<file path="src/rtl/sfs_pkg.sv">
package sfs_pkg;
  typedef enum logic {
    CH_A = 1'b0,
    CH_B = 1'b1
  } chan_e;
endpackage

</file>
<file path="src/rtl/sfs_slot_timer.sv">
module sfs_slot_timer #(
  parameter int SLOTS  = 32,
  parameter int SLOT_W = 5
) (
  input  logic              clk,
  input  logic              rst,
  input  logic              bit_en,
  output logic [SLOT_W-1:0] slot_o,
  output sfs_pkg::chan_e    chan_o,
  output logic              wrap_o,
  output logic              req_o,
  output logic              req_b_o
);
  import sfs_pkg::*;

  localparam logic [SLOT_W-1:0] LAST_SLOT = SLOT_W'(SLOTS - 1);
  localparam logic [SLOT_W-1:0] PRE_LAST  = SLOT_W'(SLOTS - 2);

  logic [SLOT_W-1:0] slot_q;
  chan_e             chan_q;
  logic              req_q, req_b_q;

  assign wrap_o  = bit_en && (slot_q == LAST_SLOT);
  assign slot_o  = slot_q;
  assign chan_o  = chan_q;
  assign req_o   = req_q;
  assign req_b_o = req_b_q;

  always_ff @(posedge clk) begin
    if (rst) begin
      slot_q  <= LAST_SLOT;
      chan_q  <= CH_B;
      req_q   <= 1'b0;
      req_b_q <= 1'b0;
    end else begin
      req_q <= 1'b0;
      if (bit_en) begin
        if (slot_q == LAST_SLOT) begin
          slot_q <= '0;
          chan_q <= (chan_q == CH_A) ? CH_B : CH_A;
        end else begin
          slot_q <= slot_q + 1'b1;
        end
        if (slot_q == PRE_LAST) begin
          req_q   <= 1'b1;
          req_b_q <= (chan_q == CH_A);
        end
      end
    end
  end

  // wrap from last slot to zero
  a_r2_slot_wrap: assert property (@(posedge clk) disable iff (rst)
    (bit_en && slot_q == LAST_SLOT) |=> (slot_q == '0));

  // channel flips on every wrap
  a_r3_chan_toggle: assert property (@(posedge clk) disable iff (rst)
    (bit_en && slot_q == LAST_SLOT) |=> (chan_q != $past(chan_q)));

  // idle cycles hold the counter and channel
  a_r9_idle_hold: assert property (@(posedge clk) disable iff (rst)
    !bit_en |=> ($stable(slot_q) && $stable(chan_q)));

  // request is a single-cycle pulse
  a_r8_one_shot: assert property (@(posedge clk) disable iff (rst)
    req_q |=> !req_q);
endmodule

</file>
<file path="src/rtl/sfs_shifter.sv">
module sfs_shifter #(
  parameter int SMP_W       = 24,
  parameter int NA_W        = 3,
  parameter int SLOTS       = 32,
  parameter int SLOT_W      = 5,
  parameter int FIRST_SHIFT = 4
) (
  input  logic              clk,
  input  logic              rst,
  input  logic              bit_en,
  input  logic              load,
  input  logic              load_b,
  input  logic [SLOT_W-1:0] slot,
  input  logic [SMP_W-1:0]  smp_a,
  input  logic [SMP_W-1:0]  smp_b,
  input  logic [NA_W-1:0]   na_a,
  input  logic [NA_W-1:0]   na_b,
  output logic              ser_bit
);
  localparam int SR_W       = SMP_W + NA_W;
  localparam int LAST_SHIFT = FIRST_SHIFT + SR_W - 1;
  localparam logic [SLOT_W-1:0] WIN_LO    = SLOT_W'(FIRST_SHIFT);
  localparam logic [SLOT_W-1:0] WIN_HI    = SLOT_W'(LAST_SHIFT);
  localparam logic [SLOT_W-1:0] LAST_SLOT = SLOT_W'(SLOTS - 1);

  logic [SR_W-1:0] sr_q;
  logic [NA_W-1:0] hold_b_q;
  logic            in_win;

  assign in_win  = (slot >= WIN_LO) && (slot <= WIN_HI);
  assign ser_bit = in_win & sr_q[0];

  always_ff @(posedge clk) begin
    if (rst) begin
      sr_q     <= '0;
      hold_b_q <= '0;
    end else if (bit_en) begin
      if (load) begin
        if (load_b) begin
          sr_q <= {hold_b_q, smp_b};
        end else begin
          sr_q     <= {na_a, smp_a};
          hold_b_q <= na_b;
        end
      end else if (in_win) begin
        sr_q <= {1'b0, sr_q[SR_W-1:1]};
      end
    end
  end

  // the channel B flag copy changes only when channel A loads
  a_r7_hold_stable: assert property (@(posedge clk) disable iff (rst)
    !(bit_en && load && !load_b) |=> $stable(hold_b_q));

  // every loaded bit has left the register by the parity slot
  a_r5_drained_at_parity: assert property (@(posedge clk) disable iff (rst)
    (slot == LAST_SLOT) |-> (sr_q == '0));
endmodule

</file>
<file path="src/rtl/subframe_serializer.sv">
module subframe_serializer #(
  parameter int SMP_W       = 24,
  parameter int NA_W        = 3,
  parameter int SLOTS       = 32,
  parameter int FIRST_SHIFT = 4,
  localparam int SLOT_W     = $clog2(SLOTS)
) (
  input  logic              clk,
  input  logic              rst,
  input  logic              bit_en,
  input  logic [SMP_W-1:0]  smp_a,
  input  logic [SMP_W-1:0]  smp_b,
  input  logic [NA_W-1:0]   na_a,
  input  logic [NA_W-1:0]   na_b,
  output logic              ser_bit,
  output logic [SLOT_W-1:0] slot_idx,
  output logic              chan_b,
  output logic              nxt_req,
  output logic              nxt_b
);
  import sfs_pkg::*;

  localparam logic [SLOT_W-1:0] LAST_SLOT = SLOT_W'(SLOTS - 1);

  chan_e chan;
  logic  wrap;

  sfs_slot_timer #(.SLOTS(SLOTS), .SLOT_W(SLOT_W)) u_timer (
    .clk    (clk),
    .rst    (rst),
    .bit_en (bit_en),
    .slot_o (slot_idx),
    .chan_o (chan),
    .wrap_o (wrap),
    .req_o  (nxt_req),
    .req_b_o(nxt_b)
  );

  sfs_shifter #(
    .SMP_W(SMP_W), .NA_W(NA_W), .SLOTS(SLOTS),
    .SLOT_W(SLOT_W), .FIRST_SHIFT(FIRST_SHIFT)
  ) u_shift (
    .clk    (clk),
    .rst    (rst),
    .bit_en (bit_en),
    .load   (wrap),
    .load_b (chan == CH_A),
    .slot   (slot_idx),
    .smp_a  (smp_a),
    .smp_b  (smp_b),
    .na_a   (na_a),
    .na_b   (na_b),
    .ser_bit(ser_bit)
  );

  assign chan_b = (chan == CH_B);

  // request is only seen in the last slot
  a_r8_req_in_last: assert property (@(posedge clk) disable iff (rst)
    nxt_req |-> (slot_idx == LAST_SLOT));

  // preamble slots carry zero
  a_r4_preamble_zero: assert property (@(posedge clk) disable iff (rst)
    (slot_idx < SLOT_W'(FIRST_SHIFT)) |-> !ser_bit);
endmodule

</file>
<file path="config.mk">
export PLATFORM = sky130hd
export DESIGN_NAME = subframe_serializer
export DESIGN_NICKNAME = d
export VERILOG_FILES = /design/src/rtl/sfs_pkg.sv /design/src/rtl/sfs_slot_timer.sv /design/src/rtl/sfs_shifter.sv /design/src/rtl/subframe_serializer.sv
export SDC_FILE = /design/constraint.sdc
export NUM_CORES = 1
export LEC_CHECK = 0
export BUFFER_PORTS_ARGS = -buffer_cell sky130_fd_sc_hd__clkbuf_2
export CAP_MARGIN = 5
export CORE_ASPECT_RATIO = 0.7
export CORE_UTILIZATION = 55
export CTS_BUF_LIST = sky130_fd_sc_hd__clkbuf_8
export DETAILED_ROUTE_END_ITERATION = 10
export GPL_ROUTABILITY_DRIVEN = 1
export GPL_TIMING_DRIVEN = 0
export MAX_ROUTING_LAYER = met4
export PLACE_DENSITY = 0.83
export SYNTH_ARGS = -nofsm -noshare
export SYNTH_HDL_FRONTEND = slang
export SYNTH_SLANG_ARGS = --single-unit
</file>
<file path="constraint.sdc">
create_clock -name clk -period 6.05 [get_ports clk]
set_clock_uncertainty 0.1 [all_clocks]
set_input_delay 0.605 -clock clk [delete_from_list [all_inputs] [get_ports clk]]
set_output_delay 0.605 -clock clk [all_outputs]
set_load 0.02 [all_outputs]
</file>
# Word level (Yosys, flattened, before mapping)
# Index checks and enable logic that the tools add are counted.
# word_totals
out_inout_bits,9
in_bits,57
elab_cells,28
register_bits,38
# classes
mux,6
n_reduce_logical,8
eq_ne,2
addsub,1
n_bitwise,3
n_lt_le_gt_ge,2
# op_table
cell,n
$mux W27,3
$eq A5 B5 Y1 const B,2
$reduce_and A2 Y1,3
$add A5 B1 Y5 const B,1
$ge A5 B3 Y1 const B,1
$le A5 B5 Y1 const B,1
$mux W5,1
$reduce_and A3 Y1,1
$logic_and A1 B1 Y1,2
$mux W1,2
$not A1 Y1,2
$reduce_bool A2 Y1,1
$reduce_or A2 Y1,1
$and A1 B1 Y1,1

# Depth between registers and ports, before layout
# logic_depth
word_depth,4
mapped_depth,9
ltp_nobuf,6

# Cells and area by module
# From an unflattened synthesis, not the netlist that was laid out.
# unflattened
cells_unflattened,235
hier_area_um2,2195.9
# modules_own_cells
module,seq_area_each_um2,area_per_inst_um2,cells_each,instances
sfs_shifter,600.6,1808.0,196,1
sfs_slot_timer,160.2,384.1,38,1
subframe_serializer,0.0,3.8,1,1

# Worst setup path after synthesis
# Ideal clock, no wire load.
# synth_timing
path_type,reg-to-reg
start,"register u_timer.slot_q[1], in the netlist u_timer.slot_o[1]"
end,register u_shift.sr_q[10]
path_slack_ns,3.908
setup_ns,0.072
stages_incl_launch_ff,10
t_arrival_ns,1.971
period_less_slack_ns,2.142
path_buffers,3
required_time_ns,5.878
path_cell_list,dfxtp_1 > ha_1 > and3_2 > ha_1 > clkbuf_8 > o41ai_2 > a31o_1 > buf_6 > buf_12 > mux2i_1
# synth_via
elab_chain_len,4
elab_cells_between_ends,8
classes_between,2 x order compare; 1 x eq/ne; 1 x mux; 4 x reduce/logical
# synth_rtl
element,line_no,rtl
start: declaration,sfs_slot_timer.sv:19,logic [SLOT_W-1:0] slot_q;
start signal: assignment,sfs_slot_timer.sv:42,slot_q <= slot_q + 1'b1;
"$ge A5 B3 Y1, or another cell as far along",sfs_shifter.sv:30,assign in_win = (slot >= WIN_LO) && (slot <= WIN_HI);
$logic_and A1 B1 Y1 (on tied branches),"sfs_shifter.sv:30, sfs_slot_timer.sv:23",
$reduce_bool A2 Y1 (no source line),-,
$reduce_and A2 Y1 (no source line),-,
end signal: assignment,sfs_shifter.sv:40,"sr_q <= {hold_b_q, smp_b};"
end signal: assignment,sfs_shifter.sv:42,"sr_q <= {na_a, smp_a};"
end signal: assignment,sfs_shifter.sv:46,"sr_q <= {1'b0, sr_q[SR_W-1:1]};"
end: declaration,sfs_shifter.sv:26,logic [SR_W-1:0] sr_q;
# Several ways; a longest one is shown, not always the timed one.
# A chain may end at the register's enable or synchronous reset.

# Final worst setup path
# layout_timing
start,"register u_timer.slot_q[1], in the netlist u_timer.slot_o[1]"
end,register u_shift.sr_q[13]
# The elaborated chain is that of the path after synthesis.

==> impl_metrics.ini <==
[timing]
finalMaxSlewViolations = 0
hold_viol = 0
fin_ws_ps = 3670
grt_setup_unrepaired = no
tns_ps = 0
max_slew.worst_pin.slew_ps = 514
finalSetupViolCount = 0
period_minus_slack_ps = 2380
slew_headroom = 0.657
holdWs_ps = 362
fin_crit_sh = 0.394
fmax_mhz = 420

[detailed_routing]
drc = 0
drt-pass1-iter-count = 4
ant_nets = 0
first_iter_violations = 167
routedWlPerCell_um = 15.1
via_per_inst = 5.68
wl_mm = 5.55
vias = 2091

[place]
place_ws_ps = 3770
dp_hpwl_mm = 3.89
gp_congestion = 0.789
place_inst = 360
io_buffer_count = 64

[global_route]
grt_pass1_wl_mm = 9.07
antenna_found_initial = 0
track_usage = 0.266
gr-total-overflow = 0
grt_pass1_vias = 1979
grt_start_max_net_pins = 13

[worst_setup_path]
r2r_cells = 9
critical_path_required_ps = 6170
crit_buf_inv = 3
cp-end-kind = flop
crit_path_frequent_cell = ha_1
r2r_setup_slack_ps = 3670
cp_cell_sequence = ha_1 > and3_2 > ha_1 > clkbuf_8 > o41ai_2 > a31o_1 > buf_6 > buf_12 > mux2i_1
cp_top_family = compound AO/OA/AOI/OAI gates
regToRegStartpoint = u_timer.slot_o[1]
timing.rr.end = u_shift.sr_q[13]
cp_slowest_cell = dfxtp_1
crit_start = u_timer.slot_o[1]
crit_path_end = u_shift.sr_q[13]
critPathKind = flop to flop
worstSetupStartpointType = flop
cp.arrival_ps = 2500
path_max_fanout = 10
cp.depth = 9
max_stage_delay_ps = 390

[worst_hold_path]
hp-class = flop to flop

[finish]
fin_cells = 368
drive_above_1_share = 0.304
fillers = 321
diodes = 0
final_nets = 375
area_delta_synth_final_pct = 20.2

[logic_synthesis]
netlist_area_um2 = 2370
ys_top_cells_by_area = dfxtp_1 (32%), mux2i_1 (22%), a211o_1 (10%)
synthArstFlopShare = 0
yosysUniqueCellTypes = 34
yosys.area.top_type = dfxtp_1
synth_top_area_share = 0.320
synth_edf_count = 0
synth_nets = 304
syn_area_per_cell_um2 = 9.73
postSynthRegisterBits = 38
ys_seq_area_frac = 0.320
yosysWarnings = 0
synth_flop_cell = dfxtp_1
synthTopCellsByCount = mux2i_1 (53), dfxtp_1 (38), a21oi_1 (31)
yosysMostFrequentCell = mux2i_1
netlist_instances = 244

[power]
power.leakage_nw = 1.40
ir_drop_mv = 0.163
power_frac_seq = 0.415
combPwrFrac = 0.313
p_sw_frac = 0.321
power.total_mw = 0.690
power.internal_mw = 0.469
clkPwrFrac = 0.272
powerDensity_nw_per_um2 = 242
switchingPower_mw = 0.221

[die]
initial_core_util = 0.591
row_count = 19
die_x_um = 80.5
coreArea_um2 = 4020
dieArea_um2 = 4590
pin_count = 66
die_h_um = 57.0

[clocking]
clock-root-buffer = clkbuf_8
post_cts_buffers = 0
cts_resized = 0
clk-insertion-delay-late_ps = 300
clk_pin_slew_ps = 80
hold_buffers = 0
clockBufferDepth = 2
cts-htree-levels = 2
cts_tree = yes
cts_buffers = 5
cts.sinks = 38

[status]
status = complete, no violations

[run]
drv_cap = 0
layer usage:
metal | vias up | routed length [µm] | global-route usage
li1 | 1032 | - | -
met3 | 11 | 427 | 0.0672
met4 | 0 | 90 | 0.0893
met1 | 967 | 2580 | 0.343
met2 | 81 | 2450 | 0.407
met5 | - | 0 | -
cells in the final DEF, fill, tap and decap left out, types with 6 or more instances in the layout:
cell type and count:
a211o_1 27, a21oi_1 31, buf_2 7, clkbuf_2 64, clkbuf_8 8, dfxtp_1 38
mux2i_1 53, nand2_1 6, nand2b_1 9, or2b_1 20
state kept, by name, indices dropped and copies added, names as in the netlist:
name,count
u_shift.sr_q,27
u_timer.slot_o,5
u_shift.hold_b_q,3
u_timer.chan_o,1
u_timer.req_b_o,1
u_timer.req_o,1
power groups by stage:
stage          Sequential [mW]  Combinational, mW  Clock, mW
2_1_floorplan            0.292              0.156          0
3_3_place_gp             0.290              0.209          0
3_5_place_dp             0.291              0.214          0
4_1_cts                  0.285              0.217      0.188
5_1_grt                  0.289              0.234      0.201
6_report                 0.286              0.216      0.188
final cells by class:
| type | instances | area [µm²] | share of cell area |
|---|---|---|---|
| repair buffers | 64 | 320 | 0.112 |
| plain buffers | 25 | 214 | 0.0749 |
| multi-input cells | 178 | 1390 | 0.486 |
| clock buffers | 6 | 82.6 | 0.0289 |
| inverters | 3 | 11.3 | 0.00394 |
| well taps | 52 | 65.1 | 0.0228 |
| clock inverters | 2 | 12.5 | 0.00438 |
| flip-flops and latches | 38 | 761 | 0.266 |
logic make-up (layout without fill, tap and decap cells):
| family | after synthesis | after routing | synth area share |
|---|---|---|---|
| flip-flops | 38 | 38 | 0.320 |
| AO/OA/AOI/OAI | 72 | 72 | 0.211 |
| buffers and inverters | 28 | 100 | 0.0948 |
| adder cells (fa/ha/maj) | 3 | 3 | 0.0158 |
| multiplexers | 53 | 53 | 0.223 |
| AND/OR/NAND/NOR | 50 | 50 | 0.135 |
worst min-delay path by stage:
stage	startpoint	to	slack, ps	cells past startpoint
after global placement	u_shift.hold_b_q[1]	u_shift.hold_b_q[1]	340	2
after floorplan	u_shift.hold_b_q[0]	u_shift.hold_b_q[0]	340	2
final	u_shift.hold_b_q[0]	u_shift.hold_b_q[0]	360	2
after detailed placement	u_shift.hold_b_q[0]	u_shift.hold_b_q[0]	350	2
after CTS	u_shift.hold_b_q[0]	u_shift.hold_b_q[0]	360	2
after global routing	u_shift.hold_b_q[2]	u_shift.hold_b_q[2]	390	2
tightest hold or removal path, delay by kind of cell, from the launching register on:
kind | cells | cell delay (ps)
DFF | 1 | 320
and+or+nand+nor | 1 | 50
AOI/OAI and AO/OA | 1 | 50
metrics by stage:
stage	area (µm²)	utilization
floorplan	2370	-
global placement	2760	0.687
detailed placement	2760	0.687
CTS	2860	0.711
global route	2860	0.711
finish	2860	0.711
(Power assumes the default switching activity.)
